### config.mk
export PLATFORM = sky130hd
export DESIGN_NAME = hrm_route_unit
export DESIGN_NICKNAME = d
export VERILOG_FILES = /design/src/rtl/hrm_route_pkg.sv /design/src/rtl/hrm_dim_cmp.sv /design/src/rtl/hrm_ring_sel.sv /design/src/rtl/hrm_port_enc.sv /design/src/rtl/hrm_route_unit.sv
export SDC_FILE = /design/constraint.sdc
export NUM_CORES = 1
export LEC_CHECK = 0
export BUFFER_PORTS_ARGS = -buffer_cell sky130_fd_sc_hd__buf_2
export CAP_MARGIN = 5
export CORE_MARGIN = 2
export CORE_UTILIZATION = 30
export DETAILED_ROUTE_END_ITERATION = 16
export PLACE_DENSITY_LB_ADDON = 0.25
export SYNTH_ARGS = -nofsm -noshare
export SYNTH_HDL_FRONTEND = slang
export SYNTH_HIERARCHICAL = 1
export SYNTH_SLANG_ARGS = --single-unit
### constraint.sdc
create_clock -name vclk -period 4.7
set_input_delay 0.94 -clock vclk [all_inputs]
set_output_delay 0.94 -clock vclk [all_outputs]
set_load 0.01 [all_outputs]
### src/rtl/hrm_route_pkg.sv
package hrm_route_pkg;

   // Channel code: the one-hot select has bit (code) set.
   typedef enum logic [1:0] {
      PORT_C1 = 2'd0,
      PORT_C0 = 2'd1,
      PORT_M  = 2'd2,
      PORT_L  = 2'd3
   } port_e;

   // Required travel direction derived from the address comparison.
   typedef enum logic [2:0] {
      HEAD_WEST  = 3'd0,
      HEAD_EAST  = 3'd1,
      HEAD_NORTH = 3'd2,
      HEAD_SOUTH = 3'd3,
      HEAD_HOME  = 3'd4
   } head_e;

   // Ring position whose mesh link faces each direction.
   localparam logic [1:0] FACE_WEST  = 2'd0;
   localparam logic [1:0] FACE_EAST  = 2'd2;
   localparam logic [1:0] FACE_NORTH = 2'd3;
   localparam logic [1:0] FACE_SOUTH = 2'd1;

   localparam int RING_NODES = 4;
   localparam int POS_W      = 2;
   localparam int NUM_PORTS  = 4;

   function automatic int field_width(input int extent);
      return (extent > 1) ? $clog2(extent) : 1;
   endfunction

endpackage

### src/rtl/hrm_dim_cmp.sv
module hrm_dim_cmp #(
   parameter int EXTENT = 8,
   localparam int W = hrm_route_pkg::field_width(EXTENT)
) (
   input  logic [W-1:0] here,
   input  logic [W-1:0] there,
   output logic         there_lo,
   output logic         there_hi
);
   generate
      if (EXTENT == 1) begin : g_flat
         // A single-entry dimension never differs.
         assign there_lo = 1'b0;
         assign there_hi = 1'b0;
         logic unused_flat;
         assign unused_flat = ^{here, there};
      end else begin : g_cmp
         assign there_lo = (there < here);
         assign there_hi = (there > here);
      end
   endgenerate
endmodule

### src/rtl/hrm_ring_sel.sv
module hrm_ring_sel
   import hrm_route_pkg::*;
(
   input  head_e            head,
   input  logic [POS_W-1:0] z_cur,
   input  logic [POS_W-1:0] z_dst,
   output port_e            port
);
   logic [POS_W-1:0] face;
   logic [POS_W-1:0] off;
   logic             x_phase;

   always_comb begin
      unique case (head)
         HEAD_WEST:  face = FACE_WEST;
         HEAD_EAST:  face = FACE_EAST;
         HEAD_NORTH: face = FACE_NORTH;
         HEAD_SOUTH: face = FACE_SOUTH;
         default:    face = '0;
      endcase
   end

   assign x_phase = (head == HEAD_WEST) || (head == HEAD_EAST);
   assign off     = z_dst - z_cur;

   always_comb begin
      port = PORT_L;
      if (head == HEAD_HOME) begin
         if (off == 2'd0)
            port = PORT_L;
         else if (off[0])
            port = z_cur[0] ? PORT_C0 : PORT_C1;
         else
            port = z_cur[0] ? PORT_C1 : PORT_C0;
      end else if (z_cur == face) begin
         port = PORT_M;
      end else if (x_phase) begin
         // Column phase: only the node just below the facing one steps up.
         port = (z_cur == face - 2'd1) ? PORT_C1 : PORT_C0;
      end else begin
         // Row phase: only the node just above the facing one steps down.
         port = (z_cur == face + 2'd1) ? PORT_C0 : PORT_C1;
      end
   end
endmodule

### src/rtl/hrm_port_enc.sv
module hrm_port_enc
   import hrm_route_pkg::*;
(
   input  logic                 en,
   input  port_e                port,
   output logic [NUM_PORTS-1:0] onehot
);
   generate
      for (genvar k = 0; k < NUM_PORTS; k++) begin : g_bit
         assign onehot[k] = en && (port == port_e'(k));
      end
   endgenerate
endmodule

### src/rtl/hrm_route_unit.sv
module hrm_route_unit
   import hrm_route_pkg::*;
#(
   parameter int COLS = 8,
   parameter int ROWS = 8,
   localparam int XW = field_width(COLS),
   localparam int YW = field_width(ROWS)
) (
   input  logic                 req_valid,
   input  logic [XW-1:0]        cur_col,
   input  logic [YW-1:0]        cur_row,
   input  logic [POS_W-1:0]     cur_pos,
   input  logic [XW-1:0]        dst_col,
   input  logic [YW-1:0]        dst_row,
   input  logic [POS_W-1:0]     dst_pos,
   output logic                 sel_valid,
   output logic [NUM_PORTS-1:0] sel_port
);
   generate
      if (COLS < 1) begin : g_bad_cols
         $error("hrm_route_unit: COLS must be at least 1");
      end
      if (ROWS < 1) begin : g_bad_rows
         $error("hrm_route_unit: ROWS must be at least 1");
      end
   endgenerate

   logic  col_lo, col_hi, row_lo, row_hi;
   head_e head;
   port_e port;

   hrm_dim_cmp #(.EXTENT(COLS)) u_col_cmp (
      .here(cur_col), .there(dst_col), .there_lo(col_lo), .there_hi(col_hi)
   );

   hrm_dim_cmp #(.EXTENT(ROWS)) u_row_cmp (
      .here(cur_row), .there(dst_row), .there_lo(row_lo), .there_hi(row_hi)
   );

   // Column first: the row comparison matters only once the columns agree.
   always_comb begin
      if (col_lo)      head = HEAD_WEST;
      else if (col_hi) head = HEAD_EAST;
      else if (row_lo) head = HEAD_NORTH;
      else if (row_hi) head = HEAD_SOUTH;
      else             head = HEAD_HOME;
   end

   hrm_ring_sel u_ring_sel (
      .head(head), .z_cur(cur_pos), .z_dst(dst_pos), .port(port)
   );

   hrm_port_enc u_enc (
      .en(req_valid), .port(port), .onehot(sel_port)
   );

   assign sel_valid = req_valid;

   always_comb begin
      if (req_valid === 1'b1) begin
         a_r9_onehot: assert ($onehot(sel_port) && sel_valid);
         if (dst_col < cur_col && cur_pos == 2'd0)
            a_r1_west_exit: assert (sel_port == 4'b0100);
         if (dst_col > cur_col && cur_pos == 2'd2)
            a_r2_east_exit: assert (sel_port == 4'b0100);
         if (dst_col == cur_col && dst_row < cur_row && cur_pos == 2'd3)
            a_r3_north_exit: assert (sel_port == 4'b0100);
         if (dst_col != cur_col)
            a_r5_col_first: assert (sel_port[3] == 1'b0);
         if (dst_col == cur_col && dst_row == cur_row && dst_pos == cur_pos)
            a_r6_deliver: assert (sel_port == 4'b1000);
      end else if (req_valid === 1'b0) begin
         a_r9_idle: assert (sel_port == '0 && !sel_valid);
      end
   end
endmodule

* Word level (Yosys, flattened, before mapping)
Index checks and enable logic that the tools add are counted. Widths: inputs -> output; s select.
Storage, ports and cells: bits in read-only memories 0, RAM bits 0, input bits 17, latch bits 0, logic and storage cells 39, memories 0, register bits after elaboration 0, output and inout bits 5
Operators by class: eq/ne operators 10, $lt $le $gt $ge 4, $add $sub $neg 3, mux-type cells 14, div/mod/pow operators 0, multipliers 0, reductions and logical operators 8, shifts and indexed selects 0, bitwise gates (word level) 0
Operators with widths (count):
- $mux 3 | 4
- $mux 2 | 5
- $eq 2x2->1 | 3
- $eq 3x2->1 const B | 2
- $gt 3x3->1 | 2
- $lt 3x3->1 | 2
- $pmux 2 s3 | 1
- $eq 2x2->1 const B | 2
- $logic_and 1x1->1 | 4
- $logic_not 2->1 | 2
- $mux 1 | 4
- $eq 3x1->1 const B | 1
- $eq 3x3->1 const B | 1
- $logic_not 3->1 | 1
- $add 2x1->2 const B | 1
- $eq 2x1->1 const B | 1
- $sub 2x1->2 const B | 1
- $sub 2x2->2 | 1
- $logic_or 1x1->1 | 1

* Longest topological paths before layout
Gate-level depths: netlist (run 1).
depth in word-level cells 15, depth in mapped cells 12, gate-level depth less buffers 11

* By module
Netlist (run 1), hierarchy kept.
Modules (own cells, without submodules):
- hrm_ring_sel | instances 1, area each 192.7 sq um, cells each 29
- hrm_dim_cmp | instances 2, area each 82.6 sq um, cells each 11
- hrm_route_unit | instances 1, area each 43.8 sq um, cells each 7
- hrm_port_enc | instances 1, area each 37.5 sq um, cells each 4

* Worst setup path after synthesis (run 1)
OpenSTA, ideal clock, no wires.
path type in2out, start point in cur_row[2], end point out sel_port[2], data arrival time 2981 ps, path buffers 0, slack 779 ps, stages on the path 9, path through inv_1 -> ha_1 -> and3_1 -> a21oi_1 -> nor2_1 -> nor3_1 -> o311ai_0 -> a211o_1 -> and3b_1
Between the ends: longest elaborated chain between the ends 15, elaborated cells between the ends (all ways) 25, classes of those cells add/sub: 2; order compare: 2; eq/ne: 8; mux: 10; reduce/logical: 3
Ends and longest elaborated chain:
- start: declaration | line hrm_route_unit.sv:11 | input logic [YW-1:0] cur_row,
- $gt 3x3->1 * | line hrm_dim_cmp.sv:19 | assign there_hi = (there > here);
- net row_hi | line hrm_route_unit.sv:28 | logic col_lo, col_hi, row_lo, row_hi;
- $mux 3 * | line hrm_route_unit.sv:45 | else if (row_hi) head = HEAD_SOUTH;
- $mux 3 * | line hrm_route_unit.sv:44 | else if (row_lo) head = HEAD_NORTH;
- $mux 3 * | line hrm_route_unit.sv:43 | else if (col_hi) head = HEAD_EAST;
- $mux 3 * | line hrm_route_unit.sv:42 | if (col_lo) head = HEAD_WEST;
- net head[1] | line hrm_route_unit.sv:29 | head_e head;
- $eq 3x2->1 / $eq 3x1->1 (equally long branches) | line hrm_ring_sel.sv:14, hrm_ring_sel.sv:23
- (+2 left out)
- $eq 2x2->1 (on tied branches) | line hrm_ring_sel.sv:42, hrm_ring_sel.sv:39
- $mux 1 (on tied branches) | line hrm_ring_sel.sv:42, hrm_ring_sel.sv:39
- $mux 2 | line hrm_ring_sel.sv:37 | end else if (x_phase) begin
- $mux 2 | line hrm_ring_sel.sv:35 | end else if (z_cur == face) begin
- $mux 2 * | line hrm_ring_sel.sv:28 | if (head == HEAD_HOME) begin
- net port[0] | line hrm_route_unit.sv:30 | port_e port;
- $eq 2x2->1 * | line hrm_port_enc.sv:10 | assign onehot[k] = en && (port == port_e'(k));
- $logic_and 1x1->1 * | line hrm_port_enc.sv:10
- end: declaration | line hrm_route_unit.sv:17 | output logic [NUM_PORTS-1:0] sel_port
The timed path passes the listed nets; every way through them passes the cells marked *.

* Worst setup path in the final report (run 1)
start point in cur_col[2], end point out sel_port[2]
Between the ends: longest elaborated chain between the ends 13, elaborated cells between the ends (all ways) 23, classes of those cells add/sub: 2; order compare: 2; eq/ne: 8; mux: 8; reduce/logical: 3
Ends and longest elaborated chain:
- start: declaration | line hrm_route_unit.sv:10 | input logic [XW-1:0] cur_col,
- $gt 3x3->1 * | line hrm_dim_cmp.sv:19
- net col_hi | line hrm_route_unit.sv:28
- $mux 3 * | line hrm_route_unit.sv:43
- $mux 3 * | line hrm_route_unit.sv:42
- net head[2] | line hrm_route_unit.sv:29
- $eq 3x2->1 / $eq 3x1->1 (equally long branches) | line hrm_ring_sel.sv:14, hrm_ring_sel.sv:23
- $pmux 2 s3 | line hrm_ring_sel.sv:14 | unique case (head)
- $add 2x1->2 / $sub 2x1->2 (equally long branches) | line hrm_ring_sel.sv:42, hrm_ring_sel.sv:39
- $eq 2x2->1 (on tied branches) | line hrm_ring_sel.sv:42, hrm_ring_sel.sv:39
- $mux 1 (on tied branches) | line hrm_ring_sel.sv:42, hrm_ring_sel.sv:39
- $mux 2 | line hrm_ring_sel.sv:37
- $mux 2 | line hrm_ring_sel.sv:35
- $mux 2 * | line hrm_ring_sel.sv:28
- net port[0] | line hrm_route_unit.sv:30
- $eq 2x2->1 * | line hrm_port_enc.sv:10
- $logic_and 1x1->1 * | line hrm_port_enc.sv:10
Marks and branches as above.

==> flow_summary.ini, run 1 <==
[detailed_routing]
drc = 0
route.vias.total = 485
ant_nets = 0
finalWirelength_um = 867
wire_per_inst_um = 8.85
dr.pass1.iters = 4
vias_per_cell = 4.95
dr.first_iter.drc_count = 1

[yosys]
yosysTopAreaCellShare_pct = 17.1
postSynthAreaPerCell_um2 = 7.08
netlist_instances = 62
ys_types = 30
synth_area_um2 = 439
synth_fp_nets = 85
synth_top_area_cell = ha_1
seq_area_frac_synth_pct = 0
synthTopCellsByArea = ha_1 (17%), inv_1 (6.8%), a21oi_1 (5.7%), nand3b_1 (5.1%), and2_1 (4.3%)
ys_warn_count = 6

[final_layout]
stdcell_count = 98
diodes = 0
final_cell_area_um2 = 557
drive_gt1_share_pct = 36.1
n_clock_buffer = 0
regArea_um2 = 0
final_nets = 108
area_delta_synth_final_pct = 26.8
seq_cells = 0

[sta]
timing.hold.ws_ns = 2.11
worst_slack_ns = 0.511
rsz0062_at_grt = no
setup_violations = 0
fin_setup_tns_ns = 0
hold_viol_final = 0
maxSlewViolCount = 0
period_minus_slack_ns = 4.19
fmax_mhz = 239
slew_headroom_pct = 62.8
fin_crit_sh_pct = 89.1
worst_pin_slew_ns = 0.553

[floorplanning]
die_h_um = 42.3
fp.coreArea_um2 = 1330
die_area_um2 = 1790
rows = 13
start_util_pct = 32.9
die_x_um = 42.3
io_pins = 22

[placed_design]
portBuffers = 22
placed_area_um2 = 557
hpwlAfterDp_um = 755
placedCellCount = 98
gp_congestion = 0.760
pre_cts_ws_ns = 0.477

[critical_path]
cp.required_ns = 3.76
worstSetupStartpoint = cur_col[2]
worst-path-max-fanout = 7
path_class = in -> out
startpoint_type = input port
cp.arrival_ns = 3.25
endpoint_kind = output port

[run]
maxCapViolCount = 0

[grt]
grt_pass1_wl_um = 1580
overflow = 0
antenna_found_initial = 0
grt_pass1_vias = 421
grt_usage_pct = 10.2
grt_max_degree = 11

[power_and_ir_drop]
leakage_nw = 0.295
vdd_ir_drop_max_uv = 59.3
power.density_nw_per_um2 = 138

[clock_tree]
cts.repair.resized = 0
post_cts_buffers = 0
postCtsHoldBufs = 0

[worst_hold_path]
hold_path_depth = 2
hold_class = in -> out
worstHoldStart = req_valid

[outcome]
outcome = completed
worst max-delay path, cell delays in order:
cell	delay, ns
buf_2	0.07
inv_1	0.03
ha_1	0.32
a21oi_2	0.16
a21oi_1	0.12
nor4_2	0.54
nand2_1	0.12
or3_1	0.33
a21oi_1	0.14
a211o_1	0.17
and3b_1	0.18
buf_2	0.13
path summary, 6_finish.rpt:
path	end	slack [ns]
max	sel_port[2]	0.51
min	sel_valid	2.11
cells by family (layout without fill, tap and decap cells):
kind of cell	Yosys count	after routing	synth area share, %
AOI/OAI and AO/OA	16	16	25.1
xor gates and xnor gates	2	2	5.70
adders and majority gates	6	6	17.1
buffers and inverters	11	32	12.8
and+or+nand+nor	27	27	39.3
placed cells by master (no fill, tap or decap), drive strengths merged, types with 3 or more instances in the layout:
| cell type | n |
|---|---|
| ha | 6 |
| nand3b | 3 |
| nor2 | 4 |
| and3 | 3 |
| and2 | 4 |
| buf | 24 |
| a21oi | 7 |
| inv | 8 |
| nor3 | 3 |
per-layer routing:
| layer | track usage (%) | part of all wire (%) | vias up |
|---|---|---|---|
| met1 | 13.0 | 49 | 207 |
| met5 | 0 | 0 | - |
| met2 | 20.0 | 47 | 10 |
| met3 | 0 | 4.2 | 0 |
| li1 | - | - | 268 |
| met4 | 0 | 0 | 0 |
per-stage QoR:
stage	power, mW	util (%)
final	0.0770	41.7
after global routing	0.0874	41.7
after CTS	0.0777	41.7
after detailed placement	0.0775	41.7
after global placement	0.0759	41.7
after floorplan	0.0566	-
synthesized netlist by cell type:
cell and number:
nor4_1 1, buf_4 2, and3b_1 2, a22oi_1 1, inv_1 8, and3_2 1
o32ai_1 1, a211oi_1 1, a41oi_1 1, nor2_1 4, nor3_1 3, or3_1 1
nand2b_1 2, ha_1 6, o311ai_0 1, buf_6 1, o21ai_0 2, nand2_1 2
a211o_1 1, o31ai_1 1, and2_0 1, a21oi_2 2, and2_1 3, nor3b_2 1
xor2_2 1, a21oi_1 5, nor4_2 1, xor2_1 1, nand3b_1 3, and3_1 2
report_power, final:
part | switching [mW] | internal, mW | leakage, nW | total, mW
Sequential | 0 | 0 | 0 | 0
Combinational | 0.0406 | 0.0364 | 0.295 | 0.0770
Clock | 0 | 0 | 0 | 0
layout make-up:
cell class | count | area [um^2]
Fill cell | 153 | 777
Multi-Input combinational cell | 51 | 383
Timing Repair Buffer | 24 | 125
Inverter | 8 | 30.0
Tap cell | 15 | 18.8
(Power assumes the default switching activity.)
==> run 2, diff against run 1 <==
--- a/config.mk
+++ b/config.mk
@@ -5,6 +5,7 @@
 export SDC_FILE = /design/constraint.sdc
 export NUM_CORES = 1
 export LEC_CHECK = 0
+export ABC_AREA = 1
 export BUFFER_PORTS_ARGS = -buffer_cell sky130_fd_sc_hd__buf_2
 export CAP_MARGIN = 5
 export CORE_MARGIN = 2
==> constraint.sdc (replaced) <==
create_clock -name vclk -period 5.2
set_input_delay 1.04 -clock vclk [all_inputs]
set_output_delay 1.04 -clock vclk [all_outputs]
set_load 0.01 [all_outputs]
==> run 2 against run 1 <==
Effect of this change: power down 13%; first-iteration DRC count rose to 4.0 times the previous value; global-route usage down 0.77 points; cell count up 21%; critical endpoint is now sel_port[3].
==> flow_summary.ini, run 2 <==
[sta]
fin_crit_sh_pct = 78.6
slew_headroom_pct = 68.0
period_minus_slack_ns = 4.09
worst_pin_slew_ns = 0.476
fmax_mhz = 245
hold_viol_final = 0
fin_setup_tns_ns = 0
setup_violations = 0
maxSlewViolCount = 0
rsz0062_at_grt = no

[power_and_ir_drop]
p_total_uw = 66.6
cell_internal_pwr_uw = 26.9
switching_share_pct = 59.6
p_seq_share_pct = 0
pwr-share-comb_pct = 100.0
power.density_nw_per_um2 = 125
vdd_ir_drop_max_uv = 39.8
clkPwrFrac_pct = 0
leakage_nw = 0.362
power_switching_uw = 39.7

[placed_design]
portBuffers = 22
placedCellCount = 119
gp_congestion = 0.719
hpwlAfterDp_um = 723

[yosys]
synth_fp_nets = 106
synth_common_cells = nand2_1 (26), inv_1 (19), nor2_1 (10), nor2_2 (7), ha_1 (6)
ys_types = 14
synthTopCellsByArea = nand2_1 (24%), ha_1 (18%), inv_1 (17%), nor2_2 (11%), nor2_1 (9.1%)
synth.most_common_cell = nand2_1
synth_area_um2 = 413
netlist_instances = 83
ys_warn_count = 6
postSynthAreaPerCell_um2 = 4.97
synth_top_area_cell = nand2_1
seq_area_frac_synth_pct = 0
yosysTopAreaCellShare_pct = 23.6

[final_layout]
drive_gt1_share_pct = 29.8
regArea_um2 = 0
seq_cells = 0
nFillCells = 157
area_delta_synth_final_pct = 29.4
layout_commonest_cell = nand2_1
diodes = 0
final_nets = 129
n_clock_buffer = 0
final_cell_mix = nand2_1 (26), buf_2 (22), inv_1 (19), nor2_1 (10), nor2_2 (7)
stdcell_count = 119

[critical_path]
cp.arrival_ns = 3.05
startpoint_type = input port
cp.required_ns = 4.16
worst-path-max-fanout = 5
path_class = in -> out
endpoint_kind = output port

[floorplanning]
die_x_um = 41.1
die_h_um = 41.1
die_area_um2 = 1690
fp.coreArea_um2 = 1300
io_pins = 22
rows = 13
start_util_pct = 31.7

[grt]
grt_pass1_vias = 366
grt_max_degree = 7
grt_pass1_wl_um = 1170
overflow = 0
grt_usage_pct = 9.40
antenna_found_initial = 0

[worst_hold_path]
hold_class = in -> out
hold_path_depth = 2
worstHoldStart = req_valid
hold_end = sel_valid

[detailed_routing]
dr.pass1.iters = 3
wire_per_inst_um = 6.49
drc = 0
finalWirelength_um = 772
vias_per_cell = 4.19
ant_nets = 0
route.vias.total = 499
dr.first_iter.drc_count = 4

[outcome]
outcome = completed

[run]
maxCapViolCount = 0

[clock_tree]
cts.repair.resized = 0
postCtsHoldBufs = 0
post_cts_buffers = 0
==> run 2: cell types whose count changed after synthesis, sizes merged, moves of 3 or more <==
cell	before	now
and2	4	0
and3	3	0
nor2	4	17
nand3b	3	0
a21oi	7	1
nand3	0	5
nand2	2	27
inv	8	20
==> run 2: worst max-delay path, cell delays in order <==
cell and delay (ns):
buf_2 0.07, inv_1 0.03, ha_1 0.29, nand2_1 0.11, nor2_2 0.04, nor2_2 0.16
nor2_2 0.05, nor3_1 0.41, nand3_1 0.19, nand2_2 0.12, nor2_1 0.05, nor2_1 0.07
nand2_1 0.05, nand2_1 0.07, nand2_1 0.07, nor2_1 0.08, buf_2 0.13
==> run 2: how the worst max path moves through the flow <==
stage | start | endpoint | slack (ns) | cells after the start
after floorplan | cur_col[2] | sel_port[1] | 1.42 | 15
after global placement | cur_col[2] | sel_port[0] | 1.14 | 18
after detailed placement | cur_col[2] | sel_port[3] | 1.10 | 17
after CTS | cur_col[2] | sel_port[2] | 1.09 | 17
after global routing | cur_col[2] | sel_port[3] | 0.85 | 17
final | cur_col[2] | sel_port[3] | 1.11 | 17
==> run 2: power groups by stage <==
stage / Combinational, mW / Sequential, mW / Clock [mW]
6_report: 0.0666 / 0 / 0
3_3_place_gp: 0.0657 / 0 / 0
2_1_floorplan: 0.0497 / 0 / 0
5_1_grt: 0.0773 / 0 / 0
4_1_cts: 0.0677 / 0 / 0
3_5_place_dp: 0.0675 / 0 / 0
==> run 2: routing by layer <==
layer	track usage [%]	wire length (um)	vias up
met5	0	0	-
met4	0	0	0
met3	0.543	34	0
met2	19.9	380	9
met1	10.4	357	201
li1	-	-	289
==> run 2: cells by family (layout without fill, tap and decap cells) <==
| logic type | after synthesis | in the layout | share of synthesized area, % |
|---|---|---|---|
| XOR/XNOR | 2 | 2 | 4.24 |
| buffers and inverters | 21 | 42 | 20.0 |
| AO/OA/AOI/OAI | 2 | 2 | 2.42 |
| AND/OR/NAND/NOR | 52 | 52 | 55.1 |
| adder cells (fa/ha/maj) | 6 | 6 | 18.2 |
==> run 2: cell type report <==
class	instances	area [um^2]	area share (%)
tap	15	18.8	3.51
multi-input combinational	62	330	61.8
inverter	20	75.1	14.1
timing repair buffer	22	110	20.6
==> run 2: stage by stage <==
stage                     utilization [%]  hold WS, ns  worst slack (ns)  area [um^2]
final                                41.1         2.30              1.11          534
after global routing                 41.1         2.31             0.847          534
after CTS                            41.1         2.30              1.09          534
after detailed placement             41.1         2.30              1.10          534
after global placement               41.1         2.29              1.14          534
after floorplan                         -         2.17              1.42          413
==> run 3, diff against run 2 <==
==> constraint.sdc (replaced) <==
create_clock -name vclk -period 3.64
set_input_delay 0.728 -clock vclk [all_inputs]
set_output_delay 0.728 -clock vclk [all_outputs]
set_load 0.01 [all_outputs]
==> run 3 against run 2 <==
Effect of this change: global-route usage rose by 1.1 points; hold slack got worse by 0.63 ns; largest cell class unchanged; die area did not move; first-iteration DRC count rose to 3.8 times the previous value; critical path type unchanged; cell count rose by 0.84%; highest routed layer unchanged; largest power group unchanged; cell area rose by 2.6%; clock-buffer cell count did not move.
==> flow_summary.ini, run 3 (synthesis gave the netlist of run 2 again) <==
[worst_hold_path]
hold_class = in -> out
hold_path_depth = 2
worstHoldStart = req_valid

[power_and_ir_drop]
vdd_ir_drop_max_uv = 68.9
leakage_nw = 0.367
power.density_nw_per_um2 = 184

[critical_path]
path_class = in -> out
cp.required_ns = 2.91
worst-path-max-fanout = 6
path_buf_inv = 6
max_stage_delay_ns = 0.30
cp_top_family = simple AND/OR/NAND/NOR gates
cpMostUsedCell = nand2_1
endpoint_kind = output port
cp.arrival_ns = 2.67
worstSetupStartpoint = cur_col[2]
startpoint_type = input port
crit_chain = buf_2, inv_1, ha_1, nand2_1, nand2_1, nor2_2, nor2_2, inv_1, nand2_1, nor2_2, inv_2, nand3_1, nand2_2, nor2_1, nor2_1, nand2_1, nand2_1, inv_1, nand2_1, nor2_1, buf_2
path_depth = 21
cpMaxStageDelayCell = ha_1

[sta]
slew_headroom_pct = 84.7
rsz0062_at_grt = no
hold_viol_final = 0
fin_crit_sh_pct = 93.3
fmax_mhz = 295
period_minus_slack_ns = 3.40
setup_violations = 0
maxSlewViolCount = 0
worst_pin_slew_ns = 0.229
fin_setup_tns_ns = 0

[floorplanning]
fp.coreArea_um2 = 1300
start_util_pct = 31.7
io_pins = 22
die_h_um = 41.1
die_x_um = 41.1
die_area_um2 = 1690
rows = 13

[clock_tree]
postCtsHoldBufs = 0
post_cts_buffers = 0

[final_layout]
final_cell_mix = nand2_1 (26), buf_2 (22), inv_1 (19), nor2_1 (9), nor2_2 (8)
drive_gt1_share_pct = 32.4
layout_commonest_cell = nand2_1
regArea_um2 = 0
final_cell_area_um2 = 548
area_delta_synth_final_pct = 32.7
diodes = 0
n_clock_buffer = 0
nFillCells = 148
seq_cells = 0
final_nets = 130

[detailed_routing]
drc = 0
finalWirelength_um = 815
vias_per_cell = 4.33
route.vias.total = 519
dr.pass1.iters = 4
wire_per_inst_um = 6.79
dr.first_iter.drc_count = 15
ant_nets = 0

[placed_design]
placed_area_um2 = 542
hpwlAfterDp_um = 761
portBuffers = 22
gp_congestion = 0.739

[grt]
overflow = 0
grt_max_degree = 7
antenna_found_initial = 0
grt_pass1_wl_um = 1300
grt_usage_pct = 10.5
grt_pass1_vias = 403

[run]
maxCapViolCount = 0

[outcome]
outcome = completed
==> run 3: changes by cell type in the layout (fill, tap and decap cells not counted) <==
cell,previous run,this run
a21oi_1,1,0
a21oi_2,0,1
buf_4,0,1
nor2_1,10,9
nor2_2,7,8
==> run 3: what timing repair did <==
| action | 4_1_cts | 5_1_grt |
|---|---|---|
| endpoints found under the hold margin | 0 | 0 |
| endpoints found under the setup margin | 0 | 4 |
| resized for setup | 0 | 2 |
==> run 3: through the flow <==
stage	worst slack [ns]	util, %	power (mW)	instances	hold WS, ns
final	0.245	42.1	0.101	120	1.67
after global placement	0.273	41.6	0.0962	120	1.67
after detailed placement	0.216	41.6	0.0997	120	1.67
after floorplan	0.479	-	0.0709	83	1.55
after CTS	0.212	41.6	0.100	120	1.67
after global routing	0.0372	42.1	0.116	120	1.68
==> run 3: power breakdown <==
part	leakage, nW	internal (mW)	switching, mW
combinational	0.367	0.0409	0.0599
clock	0	0	0
sequential	0	0	0
total	0.367	0.0409	0.0599
==> run 3: path summary, 6_finish.rpt <==
| path | endpoint | slack [ns] |
|---|---|---|
| max | sel_port[2] | 0.24 |
| min | sel_valid | 1.67 |
==> run 3: cell type report <==
| cell class | count | area [um^2] | share of cell area [%] |
|---|---|---|---|
| Inverter | 20 | 75.1 | 13.7 |
| Tap cell | 15 | 18.8 | 3.42 |
| Timing Repair Buffer | 23 | 118 | 21.5 |
| Multi-Input combinational cell | 62 | 337 | 61.4 |
==> run 3: routing by layer <==
| layer | wire length [um] | part of all wire, % | global-route usage [%] |
|---|---|---|---|
| met5 | 0 | 0 | 0 |
| met4 | 0 | 0 | 0 |
| met3 | 28 | 3.4 | 0 |
| met2 | 425 | 52 | 21.9 |
| met1 | 361 | 44 | 12.3 |
